[src/rtl/tod_pkg.sv]
package tod_pkg;
  typedef enum logic [2:0] {
    REG_CTRL   = 3'd0,
    REG_ADDEND = 3'd1,
    REG_CNT_LO = 3'd2,
    REG_CNT_HI = 3'd3,
    REG_OFF_LO = 3'd4,
    REG_OFF_HI = 3'd5,
    REG_NOW_LO = 3'd6,
    REG_NOW_HI = 3'd7
  } tod_reg_e;

  localparam int CTRL_RUN     = 0;
  localparam int CTRL_SRC_LSB = 1;
  localparam int CTRL_COMMIT  = 3;
  localparam int CTRL_PER_LSB = 4;
  localparam logic [1:0] SRC_NONE = 2'b11;
endpackage

[src/rtl/tod_rate_unit.sv]
module tod_rate_unit #(
  parameter int INT_W  = 10,
  parameter int FRAC_W = 32,
  parameter int FULL_W = 64
) (
  input  logic              clk,
  input  logic              rst,
  input  logic              ctrl_we,
  input  logic              defer,
  input  logic [INT_W-1:0]  per_val,
  input  logic              addend_we,
  input  logic [FRAC_W-1:0] addend,
  input  logic              tick,
  output logic [FULL_W-1:0] step,
  output logic [FRAC_W-1:0] frac_q
);
  logic [INT_W-1:0]  int_act, int_pend;
  logic [FRAC_W-1:0] acc_q;
  logic [FRAC_W:0]   acc_sum;

  assign acc_sum = {1'b0, acc_q} + {1'b0, frac_q};
  assign step    = FULL_W'(int_act) + FULL_W'(acc_sum[FRAC_W]);

  always_ff @(posedge clk) begin
    if (rst) begin
      int_act  <= '0;
      int_pend <= '0;
      frac_q   <= '0;
      acc_q    <= '0;
    end else begin
      if (ctrl_we) begin
        int_pend <= per_val;
        if (!defer) int_act <= per_val;
      end
      if (addend_we) begin
        frac_q  <= addend;
        int_act <= int_pend;
      end
      if (tick) acc_q <= acc_sum[FRAC_W-1:0];
    end
  end

  // a deferred period write leaves the active period alone
  a_r7_defer_hold: assert property (@(posedge clk) disable iff (rst)
    (ctrl_we && defer && !addend_we) |=> $stable(int_act));

  // an addend write commits the pending period
  a_r7_commit: assert property (@(posedge clk) disable iff (rst)
    addend_we |=> (int_act == $past(int_pend)));

  // an immediate period write takes effect next cycle
  a_r6_direct: assert property (@(posedge clk) disable iff (rst)
    (ctrl_we && !defer) |=> (int_act == $past(per_val)));
endmodule

[src/rtl/tod_wide_reg.sv]
module tod_wide_reg #(
  parameter int HALF_W = 32,
  parameter bit GROWS  = 1'b0,
  localparam int FULL_W = 2 * HALF_W
) (
  input  logic              clk,
  input  logic              rst,
  input  logic              wr_lo,
  input  logic              wr_hi,
  input  logic [HALF_W-1:0] wr_data,
  input  logic              adv,
  input  logic [FULL_W-1:0] step,
  output logic [FULL_W-1:0] value,
  output logic [FULL_W-1:0] value_d
);
  logic [HALF_W-1:0] lo_sh;
  logic [FULL_W-1:0] idle_d;

  generate
    if (GROWS) begin : g_count
      assign idle_d = adv ? value + step : value;
    end else begin : g_hold
      logic unused_hold;
      assign unused_hold = ^{adv, step};
      assign idle_d = value;
    end
  endgenerate

  assign value_d = wr_hi ? {wr_data, lo_sh} : idle_d;

  always_ff @(posedge clk) begin
    if (rst) begin
      lo_sh <= '0;
      value <= '0;
    end else begin
      if (wr_lo) lo_sh <= wr_data;
      value <= value_d;
    end
  end

  // high write loads high data over the low shadow
  a_r8_load: assert property (@(posedge clk) disable iff (rst)
    wr_hi |=> (value == {$past(wr_data), $past(lo_sh)}));

  // no advance and no load means the value holds
  a_r4_hold: assert property (@(posedge clk) disable iff (rst)
    (!wr_hi && !(GROWS && adv)) |=> $stable(value));

  // a running cycle adds the step
  a_r5_step: assert property (@(posedge clk) disable iff (rst)
    (GROWS && adv && !wr_hi) |=> (value == $past(value) + $past(step)));
endmodule

[src/rtl/tod_ns_counter.sv]
module tod_ns_counter #(
  parameter int HALF_W = 32,
  parameter int INT_W  = 10,
  localparam int FULL_W = 2 * HALF_W,
  localparam int CTRL_W = tod_pkg::CTRL_PER_LSB + INT_W
) (
  input  logic              clk,
  input  logic              rst,
  input  logic              wr_en,
  input  logic [2:0]        wr_addr,
  input  logic [HALF_W-1:0] wr_data,
  input  logic              rd_en,
  input  logic [2:0]        rd_addr,
  output logic [HALF_W-1:0] rd_data,
  output logic [FULL_W-1:0] time_now
);
  import tod_pkg::*;

  logic [CTRL_W-1:0] ctrl_q;
  logic [HALF_W-1:0] snap_hi, frac_q;
  logic [FULL_W-1:0] cnt_q, cnt_d, off_q, off_d, step;
  logic wr_ctrl, wr_add, tick;

  assign wr_ctrl = wr_en && (wr_addr == REG_CTRL);
  assign wr_add  = wr_en && (wr_addr == REG_ADDEND);
  assign tick    = ctrl_q[CTRL_RUN] &&
                   (ctrl_q[CTRL_SRC_LSB +: 2] != SRC_NONE);

  always_ff @(posedge clk) begin
    if (rst) ctrl_q <= '0;
    else if (wr_ctrl) ctrl_q <= wr_data[CTRL_W-1:0];
  end

  tod_rate_unit #(.INT_W(INT_W), .FRAC_W(HALF_W), .FULL_W(FULL_W)) u_rate (
    .clk(clk), .rst(rst),
    .ctrl_we(wr_ctrl), .defer(wr_data[CTRL_COMMIT]),
    .per_val(wr_data[CTRL_PER_LSB +: INT_W]),
    .addend_we(wr_add), .addend(wr_data),
    .tick(tick), .step(step), .frac_q(frac_q)
  );

  tod_wide_reg #(.HALF_W(HALF_W), .GROWS(1'b1)) u_count (
    .clk(clk), .rst(rst),
    .wr_lo(wr_en && (wr_addr == REG_CNT_LO)),
    .wr_hi(wr_en && (wr_addr == REG_CNT_HI)),
    .wr_data(wr_data), .adv(tick), .step(step),
    .value(cnt_q), .value_d(cnt_d)
  );

  tod_wide_reg #(.HALF_W(HALF_W), .GROWS(1'b0)) u_offset (
    .clk(clk), .rst(rst),
    .wr_lo(wr_en && (wr_addr == REG_OFF_LO)),
    .wr_hi(wr_en && (wr_addr == REG_OFF_HI)),
    .wr_data(wr_data), .adv(1'b0), .step('0),
    .value(off_q), .value_d(off_d)
  );

  always_ff @(posedge clk) begin
    if (rst) begin
      time_now <= '0;
      snap_hi  <= '0;
      rd_data  <= '0;
    end else begin
      time_now <= cnt_d + off_d;
      if (rd_en) begin
        case (tod_reg_e'(rd_addr))
          REG_CTRL:   rd_data <= HALF_W'(ctrl_q);
          REG_ADDEND: rd_data <= frac_q;
          REG_CNT_LO: rd_data <= cnt_q[HALF_W-1:0];
          REG_CNT_HI: rd_data <= cnt_q[FULL_W-1:HALF_W];
          REG_OFF_LO: rd_data <= off_q[HALF_W-1:0];
          REG_OFF_HI: rd_data <= off_q[FULL_W-1:HALF_W];
          REG_NOW_LO: begin
            rd_data <= time_now[HALF_W-1:0];
            snap_hi <= time_now[FULL_W-1:HALF_W];
          end
          default:    rd_data <= snap_hi;
        endcase
      end
    end
  end

  // a now-low read returns one coherent 64-bit time
  a_r11_snap: assert property (@(posedge clk) disable iff (rst)
    (rd_en && rd_addr == REG_NOW_LO) |=> ({snap_hi, rd_data} == $past(time_now)));

  // reported time tracks count plus offset
  a_r10_sum: assert property (@(posedge clk) disable iff (rst)
    1'b1 |=> (time_now == $past(cnt_d) + $past(off_d)));
endmodule

[config.mk]
export PLATFORM = sky130hd
export DESIGN_NAME = tod_ns_counter
export DESIGN_NICKNAME = d
export VERILOG_FILES = /design/src/rtl/tod_pkg.sv /design/src/rtl/tod_rate_unit.sv /design/src/rtl/tod_wide_reg.sv /design/src/rtl/tod_ns_counter.sv
export SDC_FILE = /design/constraint.sdc
export NUM_CORES = 1
export LEC_CHECK = 0
export BUFFER_PORTS_ARGS = -buffer_cell sky130_fd_sc_hd__buf_2
export CORE_ASPECT_RATIO = 0.6
export CORE_MARGIN = 2
export CORE_UTILIZATION = 34
export DETAILED_ROUTE_END_ITERATION = 8
export PLACE_DENSITY = 0.52
export SLEW_MARGIN = 40
export SYNTH_ARGS = -nofsm -noshare
export SYNTH_HDL_FRONTEND = slang
export SYNTH_SLANG_ARGS = --single-unit
[constraint.sdc]
create_clock -name clk -period 10.5 [get_ports clk]
set_input_delay 0 -clock clk [delete_from_list [all_inputs] [get_ports clk]]
set_output_delay 0 -clock clk [all_outputs]
set_load 0.05 [all_outputs]
==> results of run 1 <==
-- kinds of logic (layout without fill, tap and decap cells) --
logic type                 count (synthesis)  after routing  synth area share
and+or+nand+nor                         1264           1264             0.251
AOI/OAI and AO/OA                        709            709             0.192
DFF                                      408            408             0.364
buffers and inverters                    207            310            0.0351
xor gates and xnor gates                 134            134            0.0522
adders and majority gates                110            110            0.0626
muxes                                     71             71            0.0438
other                                      0              1                 0
-- critical path: cells and delay by family, from the launching register on --
family	cells	cell delay, ns
compound gates	17	4.06
xor+xnor	1	0.16
fa+ha+maj	5	1.91
flops	1	0.33
mux	1	0.29
simple gates	11	2.58
-- placed cells by master, fill, tap and decap left out, types with 15 or more instances in the layout --
cell           count
nor3_1            39
a31oi_1           24
nor2_1           176
clkbuf_16         45
inv_1             30
nand4_1           30
o21bai_1          15
o211ai_1          26
mux2_2            35
and3_1            31
nand2_1          701
a21oi_1          299
nand3_1           62
nor2b_1           17
o21ai_0          139
a211oi_1          17
mux2i_1           17
ha_1             106
buf_2            135
xnor2_1           75
buf_4             26
nand2b_1          19
a221oi_1          18
dlygate4sd3_1     35
and2_1           136
dfxtp_1          408
mux4_2            18
a21o_1            73
xor2_1            59
-- routing by layer --
layer  up-vias  share of wire  routed length, um  track usage
met2       786           0.41              36600        0.371
met5         -              0                  0            0
met4         0          0.024               2130       0.0676
met3       113          0.080               7120       0.0408
met1     10400           0.49              43500        0.388
li1      10200              -                  -            -
-- repair_timing --
action,4_1_cts,5_1_grt
buffers inserted,0,0
endpoints found under the hold margin,209,0
hold buffers,35,0
-- registers in the layout (all words and copies together), names as in the netlist --
signal	count
ctrl_q	14
rd_data	32
snap_hi	32
time_now	64
u_count.lo_sh	32
u_count.value	64
u_offset.lo_sh	32
u_offset.value	64
u_rate.acc_q	32
u_rate.frac_q	32
u_rate.int_act	10
-- final cells by class --
| class | count | area, um^2 |
|---|---|---|
| clock buffers | 69 | 1350 |
| repair buffers | 201 | 1300 |
| flip-flops and latches | 408 | 8170 |
| inverters | 32 | 121 |
| fillers | 6733 | 39100 |
| clock inverters | 8 | 171 |
| well taps | 851 | 1060 |
| diodes | 1 | 2.50 |
| multi-input cells | 2288 | 13600 |
-- power breakdown --
part,switching [W],leakage (nW),internal (W),total [W]
clock,0.000694,0.740,0.000999,0.00169
sequential,0.0000291,3.30,0.00158,0.00161
combinational,0.000246,6.70,0.0000973,0.000343
total,0.000969,10.7,0.00268,0.00365
-- path summary, 6_finish.rpt --
check / start / to / slack [ns] / depth (start not counted)
worst max-delay path: u_rate.frac_q[0] / time_now[59] / 1.01 / 35
worst min-delay path: rd_en / rd_data[9] / 0.04 / 4
worst max register to register: u_rate.frac_q[0] / time_now[59] / 1.01 / 35
worst min register to register: time_now[62] / snap_hi[30] / 0.45 / 2
-- stage by stage --
| stage | total power (W) | cell area, um^2 | hold slack, ns |
|---|---|---|---|
| 6_report | 0.00365 | 25700 | 0.0393 |
| 5_1_grt | 0.00376 | 25700 | 0.0744 |
| 4_1_cts | 0.00367 | 25700 | 0.0102 |
| 3_5_place_dp | 0.00197 | 23800 | 0.319 |
| 3_3_place_gp | 0.00197 | 23800 | 0.311 |
| 2_1_floorplan | 0.00184 | 22500 | 0.136 |
==> impl_metrics.py, run 1 <==
metrics = {
    "cts": {
        "clock_latency_ns": 0.61,
        "htreeDepth": 2,
        "tritoncts": "yes",
        "cts_buffers": 44,
        "clock_sinks": 408,
        "path_clk_slew_ns": 0.06,
        "ctsRootBufferMaster": "clkbuf_16",
        "ctsResizeCount": 0,
        "cts_buffer_depth": 3,
    },
    "placed_design": {
        "dp_slack_ns": 1.16,
        "dp.cells": 3743,
        "io_buffers": 137,
        "hpwl_mm": 65.2,
        "routabilityCongestion": 0.955,
    },
    "global_route": {
        "grt_max_degree": 119,
        "grt_usage": 0.256,
        "grt_pass1_vias": 20000,
        "grt_pass1_wl_mm": 131,
        "antenna_found_initial": 1,
        "grt_overflow": 0,
    },
    "routing": {
        "vias": 21500,
        "final_antenna_net_count": 0,
        "drt_wl_total_mm": 89.4,
        "drt_first_pass_iters": 8,
        "drcViolationCount": 0,
        "viasPerCell": 5.57,
        "wl_per_cell_um": 23.2,
        "drt_iter0_markers": 2209,
    },
    "critical_path": {
        "cp_data_arrival_time_ns": 9.99,
        "path_class": "reg2reg",
        "endpoint_kind": "flop",
        "path_max_fanout": 8,
        "critPathSlowestCell": "o21ai_0",
        "crit_top_cell": "o21ai_0",
        "critPathRequiredTime_ns": 11.00,
        "cpPeakStageDelay_ns": 0.69,
        "cp-start-kind": "flop",
    },
    "sta": {
        "finalCritPeriodShare": 0.904,
        "tns_ns": 0,
        "clock.fmax_ghz": 0.105,
        "rsz0062_at_grt": "no",
        "setup_ws_ns": 1.01,
        "finalClockSkew_ns": 0.0339,
        "period_needed_ns": 9.49,
        "maxSlewHeadroom": 0.423,
        "setup_violations": 0,
        "hold_viol_final": 0,
        "tightest_slew_ns": 0.857,
        "final_max_slew_viol_count": 0,
    },
    "synth": {
        "synth_edf_count": 0,
        "synthDominantCellAreaShare": 0.364,
        "synth_top_cells_by_area": "dfxtp_1, nand2_1, a21oi_1, ha_1, and2_1",
        "synth_area_um2": 22500,
        "syn_area_per_cell_um2": 7.74,
        "yosys.cell_count.top_type": "nand2_1",
        "synth_flop_cell": "dfxtp_1",
        "ys_top_cells_by_count": "nand2_1, dfxtp_1, a21oi_1",
        "synthArstFlopShare": 0,
        "ys_types": 78,
        "ys_seq_elements": 408,
        "synth_top_cell_by_area": "dfxtp_1",
        "synth_nets": 3055,
        "synth_cells": 2903,
        "seq_area_frac_synth": 0.364,
        "ys_warn_count": 0,
    },
    "finish": {
        "final_util": 0.397,
        "fin_cells": 3858,
        "drive_gt1_frac": 0.104,
        "area_growth_pct": 14.6,
        "fin_nets": 3127,
    },
    "worst_hold_path": {
        "hold_class": "in2reg",
    },
    "floorplan": {
        "die-area_um2": 68200,
        "initial_core_util": 0.346,
        "num_rows": 72,
        "core_um2": 64900,
        "die_h_um": 203,
        "ios": 138,
        "die_w_um": 336,
    },
    "status": {
        "status": "finished clean",
    },
    "job": {
        "drv_cap": 0,
    },
    "power": {
        "power_leakage_nw": 10.7,
        "ir_drop_v": 0.000106,
        "p_per_area_nw_per_um2": 142,
    },
}
Note: power is estimated with default switching activity, not from simulation.
==> inputs of run 2 (changes only) <==
--- a/config.mk
+++ b/config.mk
@@ -5,12 +5,12 @@
 export SDC_FILE = /design/constraint.sdc
 export NUM_CORES = 1
 export LEC_CHECK = 0
-export BUFFER_PORTS_ARGS = -buffer_cell sky130_fd_sc_hd__buf_2
 export CORE_ASPECT_RATIO = 0.6
 export CORE_MARGIN = 2
 export CORE_UTILIZATION = 34
 export DETAILED_ROUTE_END_ITERATION = 8
-export PLACE_DENSITY = 0.52
+export DONT_BUFFER_PORTS = 1
+export PLACE_DENSITY = 0.5
 export SLEW_MARGIN = 40
 export SYNTH_ARGS = -nofsm -noshare
 export SYNTH_HDL_FRONTEND = slang
==> run 2 against run 1 <==
  * Combinational power down 21%
  * Final area is 1.7% lower
  * Wire length up 0.51%
  * Via count shrank 1.8%
  * Worst setup slack better by 0.26 ns
  * Fmax up 2.8%
  * Total power is 1.5% lower
  * Utilization down 0.67 points
  * Highest routed layer is now met5
==> impl_metrics.py, run 2 (synthesized netlist as in run 1, its figures left out) <==
metrics = {
    "routing": {
        "drt_wl_total_mm": 89.9,
        "wl_per_cell_um": 24.0,
        "final_antenna_net_count": 0,
        "viasPerCell": 5.64,
        "drt_iter0_markers": 2156,
        "drt_first_pass_iters": 7,
        "vias": 21100,
        "drcViolationCount": 0,
    },
    "worst_hold_path": {
        "hold_class": "in2reg",
        "min_to": "rd_data[23]",
        "worstHoldStart": "rd_addr[2]",
        "hold_depth": 3,
    },
    "job": {
        "drv_cap": 0,
    },
    "power": {
        "power_leakage_nw": 10.2,
        "ir_drop_v": 0.000100,
        "switchingPower_w": 0.000951,
        "comb_power_share": 0.076,
        "p_per_area_nw_per_um2": 142,
        "swShare": 0.265,
        "internal_power_w": 0.00264,
        "p_clk_frac": 0.463,
        "pwr-share-seq": 0.461,
    },
    "critical_path": {
        "r2r_slack_ns": 1.27,
        "endpoint_kind": "flop",
        "crit_top_cell": "a21oi_1",
        "path_max_fanout": 8,
        "reg2reg_from": "u_rate.frac_q[0]",
        "critPathRequiredTime_ns": 10.98,
        "r2r_cells": 35,
        "path_class": "reg2reg",
        "cpPeakStageDelay_ns": 0.61,
        "cp-start-kind": "flop",
        "critPathSlowestCell": "a211oi_1",
        "cp_data_arrival_time_ns": 9.71,
        "timing.rr.end": "time_now[59]",
    },
    "sta": {
        "hold_viol_final": 0,
        "tns_ns": 0,
        "clock.fmax_ghz": 0.108,
        "finalCritPeriodShare": 0.879,
        "finalClockSkew_ns": 0.0195,
        "period_needed_ns": 9.23,
        "maxSlewHeadroom": 0.434,
        "final_max_slew_viol_count": 0,
        "rsz0062_at_grt": "no",
        "tightest_slew_ns": 0.849,
        "setup_violations": 0,
    },
    "finish": {
        "largest_registers": "time_now x64, u_count.value x64, u_offset.value x64",
        "area_growth_pct": 12.6,
        "drive_gt1_frac": 0.0613,
        "final_cell_mix": "nand2_1, dfxtp_1, a21oi_1",
        "fin_cells": 3740,
        "fin_area_um2": 25300,
        "fin_nets": 3010,
        "final_common_cell": "nand2_1",
    },
    "cts": {
        "ctsRootBufferMaster": "clkbuf_16",
        "clock_latency_ns": 0.60,
        "path_clk_slew_ns": 0.06,
        "cts_buffer_depth": 3,
        "tritoncts": "yes",
        "htreeDepth": 2,
        "clock_sinks": 408,
        "cts_buffers": 43,
    },
    "placed_design": {
        "hpwl_mm": 63.1,
        "post_dp_cell_area_um2": 23100,
        "dp.cells": 3600,
        "io_buffers": 0,
        "routabilityCongestion": 0.971,
    },
    "global_route": {
        "antenna_found_initial": 8,
        "grt_pass1_wl_mm": 133,
        "grt_usage": 0.260,
        "grt_pass1_vias": 19600,
        "grt_overflow": 0,
        "grt_max_degree": 286,
    },
    "floorplan": {
        "initial_core_util": 0.346,
        "core_um2": 64900,
        "die_h_um": 203,
        "die_w_um": 336,
        "num_rows": 72,
        "die-area_um2": 68200,
        "ios": 138,
    },
    "status": {
        "status": "finished clean",
    },
}
-- run 2: changes by cell type in the layout (fill, tap and decap cells not counted), moves of 2 or more --
| cell | before | now |
|---|---|---|
| buf_2 | 135 | 0 |
| buf_16 | 1 | 3 |
| buf_12 | 0 | 3 |
| clkinv_2 | 2 | 5 |
| buf_4 | 26 | 19 |
| clkbuf_8 | 13 | 9 |
| dlygate4sd3_1 | 35 | 58 |
| clkbuf_1 | 11 | 9 |
-- run 2: critical path: cells and delay by family, from the launching register on --
family	cells	cell delay, ns
and+or+nand+nor	10	2.47
adders and majority gates	5	1.79
buffers and inverters	1	0.08
DFF	1	0.33
AOI/OAI and AO/OA	18	4.12
muxes	1	0.30
-- run 2: power by group through the flow --
stage	Combinational, W	Clock, W	Sequential [W]
3_3_place_gp	0.000194	0	0.00169
2_1_floorplan	0.000168	0	0.00167
4_1_cts	0.000265	0.00169	0.00166
3_5_place_dp	0.000196	0	0.00169
5_1_grt	0.000293	0.00175	0.00166
6_report	0.000271	0.00166	0.00166
-- run 2: metal layers --
metal  global-route usage  vias up  wire length, um
li1                     -     9960                -
met1                0.393    10200            43400
met2                0.373      839            36800
met3               0.0447      133             7160
met4               0.0775        2             2520
met5                    0        -               11
-- run 2: worst max-delay path by stage --
stage | startpoint | end | slack [ns]
6_report | u_rate.frac_q[0] | time_now[59] | 1.27
5_1_grt | u_rate.frac_q[0] | time_now[59] | 0.59
4_1_cts | u_rate.frac_q[0] | time_now[59] | 1.10
3_5_place_dp | u_rate.frac_q[0] | time_now[59] | 1.18
3_3_place_gp | u_rate.frac_q[0] | time_now[59] | 1.32
2_1_floorplan | u_rate.frac_q[0] | time_now[54] | 3.17
-- run 2: area by class of cell --
type                    count  area [um^2]
clock inverters            12          195
multi-input cells        2288        13600
fillers                  6707        39600
well taps                 851         1060
flip-flops and latches    408         8170
inverters                  32          121
clock buffers              63         1280
repair buffers             85          888
diodes                      1         2.50
-- run 2: what timing repair did --
action                                 4_1_cts  5_1_grt
setup endpoints to repair                    0        0
setup buffers                                0        0
endpoints found under the hold margin      348       61
gates resized for setup                      0        0
hold buffers                                58        4
-- run 2: stage by stage --
step / util / power [W] / hold WS, ns / worst slack [ns]
global route: 0.390 / 0.00370 / 0.0501 / 0.591
CTS: 0.388 / 0.00361 / 0.00642 / 1.10
detailed placement: 0.356 / 0.00189 / 0.0986 / 1.18
floorplan: - / 0.00184 / 0.136 / 3.17
finish: 0.390 / 0.00359 / 0.0279 / 1.27
global placement: 0.356 / 0.00188 / 0.0963 / 1.32
